==> src/rtl/intr_pkg.sv <==
package intr_pkg;
  typedef enum logic [1:0] {
    SEL_STAT = 2'd0,
    SEL_IE   = 2'd1,
    SEL_VEC  = 2'd2,
    SEL_CFG  = 2'd3
  } reg_sel_e;
endpackage

==> src/rtl/intr_prio_enc.sv <==
module intr_prio_enc #(
  parameter int DW = 16,
  localparam int VW = $clog2(DW + 1)
) (
  input  logic [DW-1:0] req_i,
  output logic [DW-1:0] hit_o,
  output logic [VW-1:0] idx_o
);
  logic [DW:0] none_below;
  assign none_below[0] = 1'b1;

  for (genvar i = 0; i < DW; i++) begin : g_chain
    assign hit_o[i]          = req_i[i] & none_below[i];
    assign none_below[i + 1] = none_below[i] & ~req_i[i];
  end

  always_comb begin
    idx_o = '0;
    for (int i = 0; i < DW; i++)
      if (hit_o[i]) idx_o = idx_o | VW'(i + 1);
  end
endmodule

==> src/rtl/intr_status_reg.sv <==
module intr_status_reg #(
  parameter int          DW       = 16,
  parameter logic [15:0] CLR_MASK = 16'h63E7,
  parameter int          BUSY_BIT = 12
) (
  input  logic          clk_i,
  input  logic          rst_ni,
  input  logic [DW-1:0] set_i,
  input  logic          sw_clr_i,
  input  logic [DW-1:0] sw_val_i,
  input  logic          vec_clr_i,
  input  logic [DW-1:0] vec_hit_i,
  output logic [DW-1:0] status_o
);
  localparam logic [DW-1:0] KEEP = ~(DW'(1) << BUSY_BIT);
  localparam logic [DW-1:0] CLRM = DW'(CLR_MASK);

  logic [DW-1:0] clr_vec, status_d;

  always_comb begin
    clr_vec = '0;
    if (sw_clr_i)  clr_vec = clr_vec | (sw_val_i & CLRM);
    if (vec_clr_i) clr_vec = clr_vec | vec_hit_i;
    // set applied after clear: set wins
    status_d = ((status_o & ~clr_vec) | set_i) & KEEP;
  end

  always_ff @(posedge clk_i or negedge rst_ni)
    if (!rst_ni) status_o <= '0;
    else         status_o <= status_d;
endmodule

==> src/rtl/intr_cfg_regs.sv <==
module intr_cfg_regs #(
  parameter int          DW         = 16,
  parameter logic [15:0] IE_MASK    = 16'h63FF,
  parameter int          RX_RDY_BIT = 3,
  parameter int          TX_RDY_BIT = 4,
  parameter int          RX_DMA_BIT = 15,
  parameter int          TX_DMA_BIT = 7
) (
  input  logic          clk_i,
  input  logic          rst_ni,
  input  logic          ie_wr_i,
  input  logic          cfg_wr_i,
  input  logic [DW-1:0] wdata_i,
  output logic [DW-1:0] mask_o,
  output logic          rx_en_o,
  output logic          tx_en_o
);
  localparam logic [DW-1:0] IEM = DW'(IE_MASK);

  logic [DW-1:0] mask_d, drop;

  always_comb begin
    drop = '0;
    drop[RX_RDY_BIT] = wdata_i[RX_DMA_BIT];
    drop[TX_RDY_BIT] = wdata_i[TX_DMA_BIT];
    mask_d = mask_o;
    if (ie_wr_i)       mask_d = wdata_i & IEM;
    else if (cfg_wr_i) mask_d = mask_o & ~drop;
  end

  always_ff @(posedge clk_i or negedge rst_ni)
    if (!rst_ni) begin
      mask_o  <= '0;
      rx_en_o <= 1'b0;
      tx_en_o <= 1'b0;
    end else begin
      mask_o <= mask_d;
      if (cfg_wr_i) begin
        rx_en_o <= wdata_i[RX_DMA_BIT];
        tx_en_o <= wdata_i[TX_DMA_BIT];
      end
    end
endmodule

==> src/rtl/intr_out_stage.sv <==
module intr_out_stage #(
  parameter int DW         = 16,
  parameter int RX_RDY_BIT = 3,
  parameter int TX_RDY_BIT = 4
) (
  input  logic          clk_i,
  input  logic          rst_ni,
  input  logic [DW-1:0] status_i,
  input  logic [DW-1:0] mask_i,
  input  logic          rx_en_i,
  input  logic          tx_en_i,
  output logic          irq_o,
  output logic          rx_dma_o,
  output logic          tx_dma_o
);
  always_ff @(posedge clk_i or negedge rst_ni)
    if (!rst_ni) begin
      irq_o    <= 1'b0;
      rx_dma_o <= 1'b0;
      tx_dma_o <= 1'b0;
    end else begin
      irq_o    <= |(status_i & mask_i);
      rx_dma_o <= rx_en_i & status_i[RX_RDY_BIT];
      tx_dma_o <= tx_en_i & status_i[TX_RDY_BIT];
    end
endmodule

==> src/rtl/intr_vec_unit.sv <==
module intr_vec_unit
  import intr_pkg::*;
#(
  parameter int          DW         = 16,
  parameter logic [15:0] CLR_MASK   = 16'h63E7,
  parameter logic [15:0] IE_MASK    = 16'h63FF,
  parameter int          BUSY_BIT   = 12,
  parameter int          RX_RDY_BIT = 3,
  parameter int          TX_RDY_BIT = 4,
  parameter int          RX_DMA_BIT = 15,
  parameter int          TX_DMA_BIT = 7
) (
  input  logic          clk_i,
  input  logic          rst_ni,
  input  logic [DW-1:0] set_i,
  input  logic [1:0]    reg_sel_i,
  input  logic          reg_wr_i,
  input  logic          reg_rd_i,
  input  logic [DW-1:0] wdata_i,
  output logic [DW-1:0] rdata_o,
  input  logic          bus_busy_i,
  output logic          irq_o,
  output logic          rx_dma_o,
  output logic          tx_dma_o
);
  localparam int VW = $clog2(DW + 1);

  reg_sel_e      sel;
  logic [DW-1:0] status_q, mask_q, pend, hit;
  logic [VW-1:0] vec_idx;
  logic          rx_en_q, tx_en_q;
  logic          stat_wr, ie_wr, cfg_wr, vec_rd;

  assign sel     = reg_sel_e'(reg_sel_i);
  assign stat_wr = reg_wr_i && sel == SEL_STAT;
  assign ie_wr   = reg_wr_i && sel == SEL_IE;
  assign cfg_wr  = reg_wr_i && sel == SEL_CFG;
  assign vec_rd  = reg_rd_i && sel == SEL_VEC;
  assign pend    = status_q & mask_q;

  intr_prio_enc #(.DW(DW)) u_enc (
    .req_i (pend),
    .hit_o (hit),
    .idx_o (vec_idx)
  );

  intr_status_reg #(
    .DW(DW), .CLR_MASK(CLR_MASK), .BUSY_BIT(BUSY_BIT)
  ) u_stat (
    .clk_i     (clk_i),
    .rst_ni    (rst_ni),
    .set_i     (set_i),
    .sw_clr_i  (stat_wr),
    .sw_val_i  (wdata_i),
    .vec_clr_i (vec_rd),
    .vec_hit_i (hit),
    .status_o  (status_q)
  );

  intr_cfg_regs #(
    .DW(DW), .IE_MASK(IE_MASK), .RX_RDY_BIT(RX_RDY_BIT),
    .TX_RDY_BIT(TX_RDY_BIT), .RX_DMA_BIT(RX_DMA_BIT), .TX_DMA_BIT(TX_DMA_BIT)
  ) u_cfg (
    .clk_i    (clk_i),
    .rst_ni   (rst_ni),
    .ie_wr_i  (ie_wr),
    .cfg_wr_i (cfg_wr),
    .wdata_i  (wdata_i),
    .mask_o   (mask_q),
    .rx_en_o  (rx_en_q),
    .tx_en_o  (tx_en_q)
  );

  intr_out_stage #(
    .DW(DW), .RX_RDY_BIT(RX_RDY_BIT), .TX_RDY_BIT(TX_RDY_BIT)
  ) u_out (
    .clk_i    (clk_i),
    .rst_ni   (rst_ni),
    .status_i (status_q),
    .mask_i   (mask_q),
    .rx_en_i  (rx_en_q),
    .tx_en_i  (tx_en_q),
    .irq_o    (irq_o),
    .rx_dma_o (rx_dma_o),
    .tx_dma_o (tx_dma_o)
  );

  always_comb begin
    rdata_o = '0;
    unique case (sel)
      SEL_STAT: begin
        rdata_o           = status_q;
        rdata_o[BUSY_BIT] = bus_busy_i;
      end
      SEL_IE:   rdata_o = mask_q;
      SEL_VEC:  rdata_o[VW-1:0] = vec_idx;
      SEL_CFG: begin
        rdata_o[RX_DMA_BIT] = rx_en_q;
        rdata_o[TX_DMA_BIT] = tx_en_q;
      end
      default:  rdata_o = '0;
    endcase
  end
endmodule

==> config.mk <==
export PLATFORM = sky130hd
export DESIGN_NAME = intr_vec_unit
export DESIGN_NICKNAME = d
export VERILOG_FILES = /design/src/rtl/intr_pkg.sv /design/src/rtl/intr_prio_enc.sv /design/src/rtl/intr_status_reg.sv /design/src/rtl/intr_cfg_regs.sv /design/src/rtl/intr_out_stage.sv /design/src/rtl/intr_vec_unit.sv
export SDC_FILE = /design/constraint.sdc
export NUM_CORES = 1
export LEC_CHECK = 0
export BUFFER_PORTS_ARGS = -buffer_cell sky130_fd_sc_hd__buf_4
export CORE_AREA = 2 2 111 70
export CTS_CLUSTER_SIZE = 40
export DETAILED_ROUTE_END_ITERATION = 16
export DIE_AREA = 0 0 113 72
export GPL_TIMING_DRIVEN = 0
export MAX_ROUTING_LAYER = met4
export PLACE_DENSITY = 0.45
export SETUP_SLACK_MARGIN = 0.2
export SYNTH_ARGS = -nofsm -noshare
export SYNTH_HDL_FRONTEND = slang
export SYNTH_SLANG_ARGS = --single-unit
==> constraint.sdc <==
create_clock -name clk_i -period 5.2 [get_ports clk_i]
set_input_delay 0.26 -clock clk_i [delete_from_list [all_inputs] [get_ports clk_i]]
set_output_delay 0.26 -clock clk_i [all_outputs]
set_load 0.1 [all_outputs]
# Word-level counts from Yosys, hierarchy flattened
# Index checks and enable logic that the tools add are counted.
# totals
out_inout_bits	19
ff_bits	36
wordCells	95
in_bits	39
# classes
bitwise_logic	53
n_reduce_logical	7
n_eq_ne	3
n_mux	25
# op_table
cell	count
$and 16x16->16	3
$mux 16	3
$mux 4	8
$or 16x16->16	2
$and 1x1->1	31
$not 16->16	1
$not 5->16	1
$reduce_or 16->1	1
$mux 15	1
$not 1->1	15
$pmux 5 s3	1
$pmux 7 s2	1
$mux 3	4
$pmux 1 s3	2
$mux 5	1
$eq 2x2->1 const B	2
$logic_and 1x1->1	4
$mux 2	2
$pmux 2 s2	1
$eq 2x1->1 const B	1
$logic_not 2->1	1
$reduce_bool 2->1	1
$mux 1	1

# Longest topological paths before layout
# Gate-level depths: netlist of the first run.
# logic_depth
word_depth	22
ltp_mapped	6
ltp_nobuf	4

# Hierarchy
# Synthesis of the first run repeated with hierarchy kept, for this count alone.
# hier_totals
hier_cells	214
area_unflattened_um2	2155.8
# modules_own_cells
module	seq_area_each_um2	instances	cells_per_inst	area_per_inst_um2
intr_status_reg	375.4	1	49	643.1
intr_cfg_regs	350.3	1	40	595.6
intr_vec_unit	0.0	1	59	419.2
intr_prio_enc	0.0	1	52	312.8
intr_out_stage	75.1	1	14	185.2

# Least setup slack after synthesis of the first run
# No wires, ideal clock.
# synth_path
path_type	register to output
from	reg u_stat.status_o[0]
to	out rdata_o[3]
arrival_time_ns	3.486
path_buffers	0
stages_incl_launch_ff	5
t_required_ns	4.940
path_slack_ns	1.454
cell_sequence	dfrtp_1 a222oi_1 and3_1 a31oi_1 o21ai_0
# synth_via
elab_chain_len	19
word_cells_on_any_way	33
cone_classes	mux: 10; bitwise: 23
# synth_lines
item	line_no	rtl
start: declaration	intr_status_reg.sv:13	output logic [DW-1:0] status_o
start signal: assignment	intr_status_reg.sv:30	else status_o <= status_d;
$and 16x16->16 *	intr_vec_unit.sv:39	assign pend = status_q & mask_q;
$not 1->1 *	intr_prio_enc.sv:14	assign none_below[i + 1] = none_below[i] & ~req_i[i];
$and 1x1->1 * (6 in series)	intr_prio_enc.sv:14	
$and 1x1->1, on equally long branches	intr_prio_enc.sv:13, intr_prio_enc.sv:14	
$mux 4 (tied with other cells) (6 in series)	intr_prio_enc.sv:20	if (hit_o[i]) idx_o = idx_o | VW'(i + 1);
$mux 4 or $and 1x1->1 (tied branches)	intr_prio_enc.sv:20, intr_prio_enc.sv:13	
$mux 4 *	intr_prio_enc.sv:20	
$mux 5 *	intr_prio_enc.sv:20	
$pmux 5 s3 *	intr_vec_unit.sv:90	unique case (sel)
end: declaration	intr_vec_unit.sv:20	output logic [DW-1:0] rdata_o,
# Every way passes the cells marked *; elsewhere a longest branch is shown, timed or not.

# Worst setup path in the final report of the first run
# layout_path
from	reg u_cfg.mask_o[0]
to	out rdata_o[1]
# layout_via
elab_chain_len	19
word_cells_on_any_way	39
cone_classes	mux: 16; bitwise: 23
# layout_lines
item	line_no	rtl
start: declaration	intr_cfg_regs.sv:14	output logic [DW-1:0] mask_o,
start signal: assignment	intr_cfg_regs.sv:37	mask_o <= mask_d;
$and 16x16->16 *	intr_vec_unit.sv:39	
$not 1->1 *	intr_prio_enc.sv:14	
$and 1x1->1, on equally long branches	intr_prio_enc.sv:13, intr_prio_enc.sv:14	
$mux 2 (tied with other cells)	intr_prio_enc.sv:20	
$mux 2 or $and 1x1->1 (tied branches)	intr_prio_enc.sv:20, intr_prio_enc.sv:14	
$mux 3 or $and 1x1->1 (tied branches)	intr_prio_enc.sv:20, intr_prio_enc.sv:14	
$mux 3 (tied with other cells) (2 in series)	intr_prio_enc.sv:20	
$mux 3 or $and 1x1->1 (tied branches)	intr_prio_enc.sv:20, intr_prio_enc.sv:14	
$mux 4 or $and 1x1->1 (tied branches)	intr_prio_enc.sv:20, intr_prio_enc.sv:14	
$mux 4 (tied with other cells) (2 in series)	intr_prio_enc.sv:20	
$mux 4 or $and 1x1->1 (tied branches) (2 in series)	intr_prio_enc.sv:20, intr_prio_enc.sv:14	
$mux 4 (tied with other cells)	intr_prio_enc.sv:20	
$mux 4 or $and 1x1->1 (tied branches)	intr_prio_enc.sv:20, intr_prio_enc.sv:13	
$mux 4 *	intr_prio_enc.sv:20	
$mux 5 *	intr_prio_enc.sv:20	
$pmux 5 s3 *	intr_vec_unit.sv:90	
# Marks and branches as above.

==> impl_metrics.ini, run 1 <==
[cts]
cts-root-buf = clkbuf_16
clkTransAtPathRegs_ns = 0.05
clock_path_buffers = 2
cts_tree = yes
htree_levels = 2
clock_latency_ns = 0.27
clkSinkCount = 32
cts_buffers = 5
cts.repair.resized = 0

[yosys]
ys.flop_type = dfrtp_1
syn_inst = 169
ys_top_cells_by_area = dfrtp_1, mux2_2, nand2_1
synth_common_cells = dfrtp_1, nand2_1, mux2_2, nor2_1
yosys.area.top_type = dfrtp_1
syn-mean-instance-area_sq_um = 10.2
ys_ff_latch = 32
postSynth.asyncResetShare_pct = 100
synth-edff-count = 0
yosysMostFrequentCell = dfrtp_1
syn-cell-area_sq_um = 1720
synth_top_area_share_pct = 46.6
yosys_warnings = 0
synth.distinct_cells = 36
ys_seq_area_share_pct = 46.6
syn_nets = 208

[placed_design]
io_buffers = 52
gp_congestion = 0.744
placed_cells = 312
hpwl_um = 3850
dp_slack_ns = 2.59

[worst_setup_path]
start_kind = flop
path_max_fanout = 8
cp_data_arrival_time_ns = 2.67
path_class = flop to primary output
critical_path_required_ns = 4.94
cp-end-kind = primary output

[finish]
utilization_pct = 33.6
syn_to_final_growth_pct = 38.5
diodes = 0
post_route_cells_drive_above_1_share_pct = 34.3
num-nets-final = 268
seq_area_sq_um = 801
fillerInstances = 761
multi_input_area_sq_um = 881
stdcell_count = 321

[floorplan]
dieArea_sq_um = 8140
die_w_um = 113
start_util_pct = 24.2
core_area_sq_um = 7090
die_h_um = 72
ios = 58
num_rows = 24

[timing]
rsz0062_at_grt = no
setup_violations = 0
worst_pin_slew_ns = 0.941
relSlewSlack_pct = 37.2
finalCritPeriodShare_pct = 56.4
max_freq_mhz = 341
skew_ns = 0.00175
setup_slack_ns = 2.27
finalHoldViolCount = 0
whs_ns = 0.167
fin_setup_tns_ns = 0
layout_min_cycle_time_ns = 2.93
drv_slew = 0

[routing]
dr_wl_met3_um = 329
routed-wl-met2_um = 2100
via_count = 1549
dr.pass1.iters = 11
avgRoutedWirePerCell_um = 16.2
top_layer = met4
drt_iter0_drc = 99
m1WireLength_um = 2740
routed_wl_um = 5190
vias_per_cell = 4.83
drc = 2
antenna_left = 0

[global_route]
grt_util_all_layers_pct = 13.4
grt_pass1_vias = 1512
grt_pass1_wl_um = 8110
grt_max_degree = 33
antenna_found_initial = 0
grt-ovfl-total = 0

[power_and_ir_drop]
vdd_drop_max_mv = 0.135
leakage_nw = 1.00
p_per_area_nw_per_um2 = 372

[min_path]
hold_path_class = input port to flop

[run_status]
status = complete, but fails checks
violations = design-rule violations

[run]
maxCapViolCount = 0
-- per-stage QoR --
stage / instance area, sq um / power [W]
5_1_grt: 2380 / 0.000927
4_1_cts: 2380 / 0.000892
2_1_floorplan: 1720 / 0.000513
3_3_place_gp: 2220 / 0.000595
3_5_place_dp: 2220 / 0.000596
6_report: 2380 / 0.000884
-- path summary, 6_finish.rpt --
check	to	cells past startpoint	slack [ns]	start
max in group asynchronous	u_stat.status_o[11]$_DFF_PN0_	2	4.41	rst_ni
min	u_stat.status_o[4]$_DFF_PN0_	2	0.17	set_i[4]
max	rdata_o[1]	5	2.27	u_cfg.mask_o[0]$_DFFE_PN0P_
min in group asynchronous	u_cfg.tx_en_o$_DFFE_PN0P_	2	0.48	rst_ni
min reg2reg	u_stat.status_o[10]$_DFF_PN0_	1	0.45	u_stat.status_o[10]$_DFF_PN0_
max reg2reg	u_stat.status_o[9]$_DFF_PN0_	4	3.02	u_cfg.mask_o[0]$_DFFE_PN0P_
-- cells in the final DEF, fill, tap and decap left out, drive strengths merged, types with 4 or more instances in the layout --
| master | instances |
|---|---|
| nand2 | 22 |
| or2 | 4 |
| a21o | 5 |
| dfrtp | 32 |
| nor2 | 11 |
| nand3 | 5 |
| and2 | 7 |
| nand4 | 6 |
| mux2i | 7 |
| a22oi | 4 |
| mux2 | 13 |
| clkbuf | 11 |
| a31oi | 4 |
| a31o | 7 |
| buf | 56 |
-- routing by layer --
layer / vias up / track usage, %
met4: 0 / 3.25
li1: 762 / -
met1: 729 / 20.3
met2: 56 / 17.4
met5: - / -
met3: 2 / 3.68
-- registers in the layout, indices dropped and copies added, names as in the netlist --
signal           flops
u_out.irq_o          1
u_cfg.tx_en_o        1
u_cfg.rx_en_o        1
u_out.tx_dma_o       1
u_stat.status_o     15
u_out.rx_dma_o       1
u_cfg.mask_o        12
-- where the power goes --
part / switching (W) / leakage (nW) / total (W) / internal (W)
registers: 0.0000327 / 0.336 / 0.000309 / 0.000276
clock network: 0.000101 / 0.0712 / 0.000292 / 0.000191
logic: 0.000194 / 0.595 / 0.000284 / 0.0000898
-- cells by family after synthesis --
family          count (synthesis)  synth area share [%]
simple gates                   65                  18.9
compound gates                 43                  19.8
flops                          32                  46.6
mux                            20                  12.6
buf+inv                         9                  2.11
-- area by class of cell --
class | count | area share, %
clock buffer | 8 | 6.15
sequential | 32 | 33.7
tap | 91 | 4.79
inverter | 2 | 0.316
multi-input combinational | 128 | 37.0
buffer | 7 | 1.21
timing repair buffer | 53 | 16.8
-- critical path, cell delays in order (launching register included) --
cell,delay [ns]
dfrtp_1,0.44
a222oi_1,0.86
and4_1,0.41
nand2b_1,0.09
a31oi_1,0.26
buf_4,0.34
-- timing repair --
action,4_1_cts,5_1_grt
endpoints found under the hold margin,32,0
setup buffers,0,0
hold buffers,1,0
Power figures use the tool's default switching activity.
==> run 2: changes to the inputs <==
==> constraint.sdc (replaced) <==
create_clock -name clk_i -period 2.8 [get_ports clk_i]
set_input_delay 0.14 -clock clk_i [delete_from_list [all_inputs] [get_ports clk_i]]
set_output_delay 0.14 -clock clk_i [all_outputs]
set_load 0.1 [all_outputs]
==> impl_metrics.ini, run 2 (synthesized netlist as in run 1, its figures left out) <==
[cts]
cts_buffers = 5
htree_levels = 2
cts-root-buf = clkbuf_16
clock_latency_ns = 0.28
clkTransAtPathRegs_ns = 0.05
cts.repair.resized = 0
clock_path_buffers = 2
cts_tree = yes
clkSinkCount = 32

[power_and_ir_drop]
leakage_nw = 1.05
vdd_drop_max_mv = 0.217
p_per_area_nw_per_um2 = 726

[routing]
drt_iter0_drc = 93
dr.pass1.iters = 11
avgRoutedWirePerCell_um = 17.0
via_count = 1617
routed_wl_um = 5530
vias_per_cell = 4.98
antenna_left = 0
drc = 6

[global_route]
grt_max_degree = 33
grt-ovfl-total = 0
grt_pass1_vias = 1646
antenna_found_initial = 0
grt_util_all_layers_pct = 14.3
grt_pass1_wl_um = 8770

[finish]
final_cell_mix = buf_4, dfrtp_1, nand2_1
syn_to_final_growth_pct = 44.4
top_register = u_stat.status_o
reg.largest.list = u_stat.status_o (15), u_cfg.mask_o (12)
stdcell_count = 325
final_area_sq_um = 2480
final_common_cell = buf_4
num-nets-final = 272
post_route_cells_drive_above_1_share_pct = 37.6
largest_register_ffs = 15
diodes = 0

[worst_setup_path]
critical_path_required_ns = 2.66
setup.worst_path.start = u_cfg.mask_o[0]$_DFFE_PN0P_
path_class = flop to primary output
cp-end-kind = primary output
start_kind = flop
reg2reg_from = u_cfg.mask_o[0]$_DFFE_PN0P_
cp_data_arrival_time_ns = 2.27
path_max_fanout = 7

[floorplan]
die_h_um = 72
dieArea_sq_um = 8140
die_w_um = 113
ios = 58
start_util_pct = 24.2
num_rows = 24
core_area_sq_um = 7090

[run]
maxCapViolCount = 0

[timing]
relSlewSlack_pct = 48.2
finalCritPeriodShare_pct = 86.2
finalHoldViolCount = 0
fin_setup_tns_ns = 0
setup_violations = 0
worst_pin_slew_ns = 0.777
setup_slack_ns = 0.387
rsz0062_at_grt = no
max_freq_mhz = 414
drv_slew = 0
skew_ns = 0.00394
layout_min_cycle_time_ns = 2.41

[run_status]
status = complete, but fails checks
violations = design-rule violations

[placed_design]
hpwl_um = 4000
dp_slack_ns = 0.241
placed_cells = 312
io_buffers = 52
placed_cell_area_sq_um = 2260
gp_congestion = 0.773

[min_path]
min-delay-start = set_i[4]
hold_path_class = input port to flop
-- run 2: changes by cell type in the layout (fill, tap and decap cells not counted) --
| cell | previous run | this run |
|---|---|---|
| buf_4 | 52 | 56 |
| o21ai_0 | 2 | 1 |
| clkbuf_1 | 5 | 3 |
| o21ai_1 | 0 | 1 |
| o31ai_4 | 0 | 1 |
| o31ai_1 | 2 | 1 |
| a31oi_2 | 0 | 1 |
| clkbuf_8 | 1 | 2 |
| a31oi_4 | 0 | 1 |
| a31oi_1 | 4 | 2 |
| bufinv_16 | 0 | 1 |
-- run 2: final cells by class --
cell class,count,area [sq um]
multi-input cells,128,916
flip-flops and latches,32,801
repair buffers,57,430
well taps,91,114
plain buffers,7,28.8
clock buffers,7,153
clock inverters,1,30.0
fillers,757,4610
inverters,2,7.51
-- run 2: layer usage --
metal,wire length [um],GRT usage [%],vias up
met5,0,-,-
li1,-,-,767
met1,2930,21.7,779
met4,31,3.39,0
met2,2150,18.6,66
met3,423,4.01,5
-- run 2: path summary, 6_finish.rpt --
kind | endpoint | slack [ns] | cells past startpoint
hold reg to reg | u_stat.status_o[11]$_DFF_PN0_ | 0.46 | 1
max in group asynchronous | u_cfg.mask_o[5]$_DFFE_PN0P_ | 2.14 | 2
min in group asynchronous | u_out.tx_dma_o$_DFF_PN0_ | 0.35 | 2
setup reg to reg | u_stat.status_o[9]$_DFF_PN0_ | 0.83 | 6
setup / recovery | rdata_o[0] | 0.39 | 6
hold / removal | u_stat.status_o[4]$_DFF_PN0_ | 0.04 | 2
-- run 2: power breakdown --
group	internal [W]	switching [W]	total (W)	leakage, nW
clock	0.000468	0.000198	0.000666	0.0901
sequential	0.000512	0.0000621	0.000575	0.336
combinational	0.000186	0.000373	0.000558	0.620
-- run 2: repair_timing --
action,in CTS,in global routing
endpoints found under the hold margin,32,0
buffers inserted,4,0
endpoints found under the setup margin,4,0
hold buffers,1,0
-- run 2: through the flow --
stage	total power [W]	util, %	hold slack (ns)
2_1_floorplan	0.000966	-	-0.156
3_3_place_gp	0.00112	31.9	0.120
3_5_place_dp	0.00112	31.9	0.115
4_1_cts	0.00181	35.0	0.0346
5_1_grt	0.00188	35.0	0.0361
6_report	0.00180	35.0	0.0358
-- run 2: critical path, cell delays in order, from the launching register on --
cell	delay (ns)
dfrtp_1	0.46
a222oi_1	0.38
buf_4	0.18
and4_1	0.29
nand4_1	0.17
a31oi_4	0.22
buf_4	0.31
==> run 3: changes to the inputs <==
--- a/config.mk
+++ b/config.mk
@@ -6,11 +6,12 @@
 export NUM_CORES = 1
 export LEC_CHECK = 0
 export BUFFER_PORTS_ARGS = -buffer_cell sky130_fd_sc_hd__buf_4
-export CORE_AREA = 2 2 111 70
+export CORE_AREA = 4 4 113 72
 export CTS_CLUSTER_SIZE = 40
 export DETAILED_ROUTE_END_ITERATION = 16
-export DIE_AREA = 0 0 113 72
+export DIE_AREA = 0 0 117 76
 export GPL_TIMING_DRIVEN = 0
+export HOLD_SLACK_MARGIN = 0.05
 export MAX_ROUTING_LAYER = met4
 export PLACE_DENSITY = 0.45
 export SETUP_SLACK_MARGIN = 0.2
==> impl_metrics.ini, run 3 (synthesized netlist as in run 1, its figures left out) <==
[min_path]
min-delay-start = set_i[5]
hold_path_class = input port to flop
hold_path_end = u_stat.status_o[5]$_DFF_PN0_
min_path_cells = 2

[global_route]
grt_max_degree = 33
grt_pass1_wl_um = 8870
antenna_found_initial = 0
grt-ovfl-total = 0
grt_pass1_vias = 1605
grt_util_all_layers_pct = 13.3

[floorplan]
ios = 58
core_area_sq_um = 7090
start_util_pct = 24.2
die_h_um = 76
num_rows = 24
die_w_um = 117
dieArea_sq_um = 8890

[placed_design]
hpwl_um = 4110
placed_cell_area_sq_um = 2260
dp_slack_ns = 0.231
placed_cells = 312
gp_congestion = 0.798
io_buffers = 52

[cts]
cts-root-buf = clkbuf_16
cts_tree = yes
cts.repair.resized = 0
htree_levels = 2
clock_latency_ns = 0.27
cts_buffers = 5
clkSinkCount = 32
clock_path_buffers = 2
clkTransAtPathRegs_ns = 0.05

[finish]
fillerInstances = 744
seq_area_sq_um = 801
num-nets-final = 279
largest_register_ffs = 15
multi_input_area_sq_um = 916
stdcell_count = 331
final_common_cell = buf_4
post_route_cells_drive_above_1_share_pct = 36.3
final_cell_mix = buf_4, dfrtp_1, nand2_1
diodes = 0
top_register = u_stat.status_o
reg.largest.list = u_stat.status_o (15), u_cfg.mask_o (12)
syn_to_final_growth_pct = 45.4
final_area_sq_um = 2500

[timing]
max_freq_mhz = 419
layout_min_cycle_time_ns = 2.38
setup_violations = 0
finalHoldViolCount = 0
drv_slew = 0
setup_slack_ns = 0.416
whs_ns = 0.0519
relSlewSlack_pct = 48.1
skew_ns = 0.00384
worst_pin_slew_ns = 0.779
rsz0062_at_grt = no
finalCritPeriodShare_pct = 85.1

[worst_setup_path]
cpPeakStageDelay_ns = 0.45
start_kind = flop
path_cells = a222oi_1 > buf_4 > and4_1 > nand4_1 > a31oi_4 > buf_4
cp-end-kind = primary output
path_buf_inv = 2
rrSetupSlack_ns = 0.90
path_max_fanout = 7
reg2reg_from = u_cfg.mask_o[0]$_DFFE_PN0P_
rr_endpoint = u_stat.status_o[9]$_DFF_PN0_
path_delay_family = compound AO/OA/AOI/OAI gates
path_class = flop to primary output
cp_slowest_cell = dfrtp_1
crit_path_frequent_cell = buf_4
r2r_cells = 6
cp_data_arrival_time_ns = 2.24
critical_path_required_ns = 2.66

[power_and_ir_drop]
p_per_area_nw_per_um2 = 661
leakage_nw = 1.05
total_power_w = 0.00165
vdd_drop_max_mv = 0.248

[run]
maxCapViolCount = 0

[routing]
via_count = 1647
routed_wl_um = 5620
vias_per_cell = 4.98
drc = 0
avgRoutedWirePerCell_um = 17.0
dr.pass1.iters = 5
drt_iter0_drc = 134
antenna_left = 0

[run_status]
status = finished clean
## run 3: how the worst max path moves through the flow
stage                       to                         start  cells past startpoint  slack, ns
floorplan           rdata_o[3]  u_stat.status_o[0]$_DFF_PN0_                      4      -0.07
global placement    rdata_o[0]  u_stat.status_o[0]$_DFF_PN0_                      5       0.24
detailed placement  rdata_o[0]  u_stat.status_o[0]$_DFF_PN0_                      5       0.23
CTS                 rdata_o[0]   u_cfg.mask_o[0]$_DFFE_PN0P_                      6       0.41
global route        rdata_o[0]   u_cfg.mask_o[0]$_DFFE_PN0P_                      6       0.28
finish              rdata_o[0]   u_cfg.mask_o[0]$_DFFE_PN0P_                      6       0.42
## run 3: area by class of cell
class,count,area share [%]
flip-flops and latches,32,32.0
inverters,2,0.300
repair buffers,64,19.9
well taps,91,4.56
multi-input cells,128,36.7
plain buffers,7,1.15
clock buffers,6,5.16
clock inverters,1,0.200
## run 3: routing by layer
metal,part of all wire [%],GRT usage [%],up-vias
met5,0,-,-
met4,0.71,2.75,0
met3,8.3,3.57,7
met2,38,15.8,70
met1,53,21.8,782
li1,-,-,788
## run 3: what timing repair did
item / 4_1_cts / 5_1_grt
endpoints found under the hold margin: 38 / 0
buffers inserted: 5 / 0
hold buffers: 7 / 0
setup endpoints to repair: 4 / 0
## run 3: worst reg2reg max path: cells and delay by family (launching register included)
kind                   cells  cell delay (ns)
AO/OA/AOI/OAI              2             0.57
AND/OR/NAND/NOR            2             0.46
buffers and inverters      2             0.30
flip-flops                 1             0.45
## run 3: through the flow
step | TNS (ns) | util, %
detailed placement | 0 | 31.9
global placement | 0 | 31.9
CTS | 0 | 35.3
global route | 0 | 35.3
finish | 0 | 35.3
floorplan | -0.0721 | -
## run 3: where the power goes
group	internal, W	switching, W	total, W
sequential	0.000513	0.0000628	0.000576
clock	0.000322	0.000186	0.000508
combinational	0.000195	0.000374	0.000568
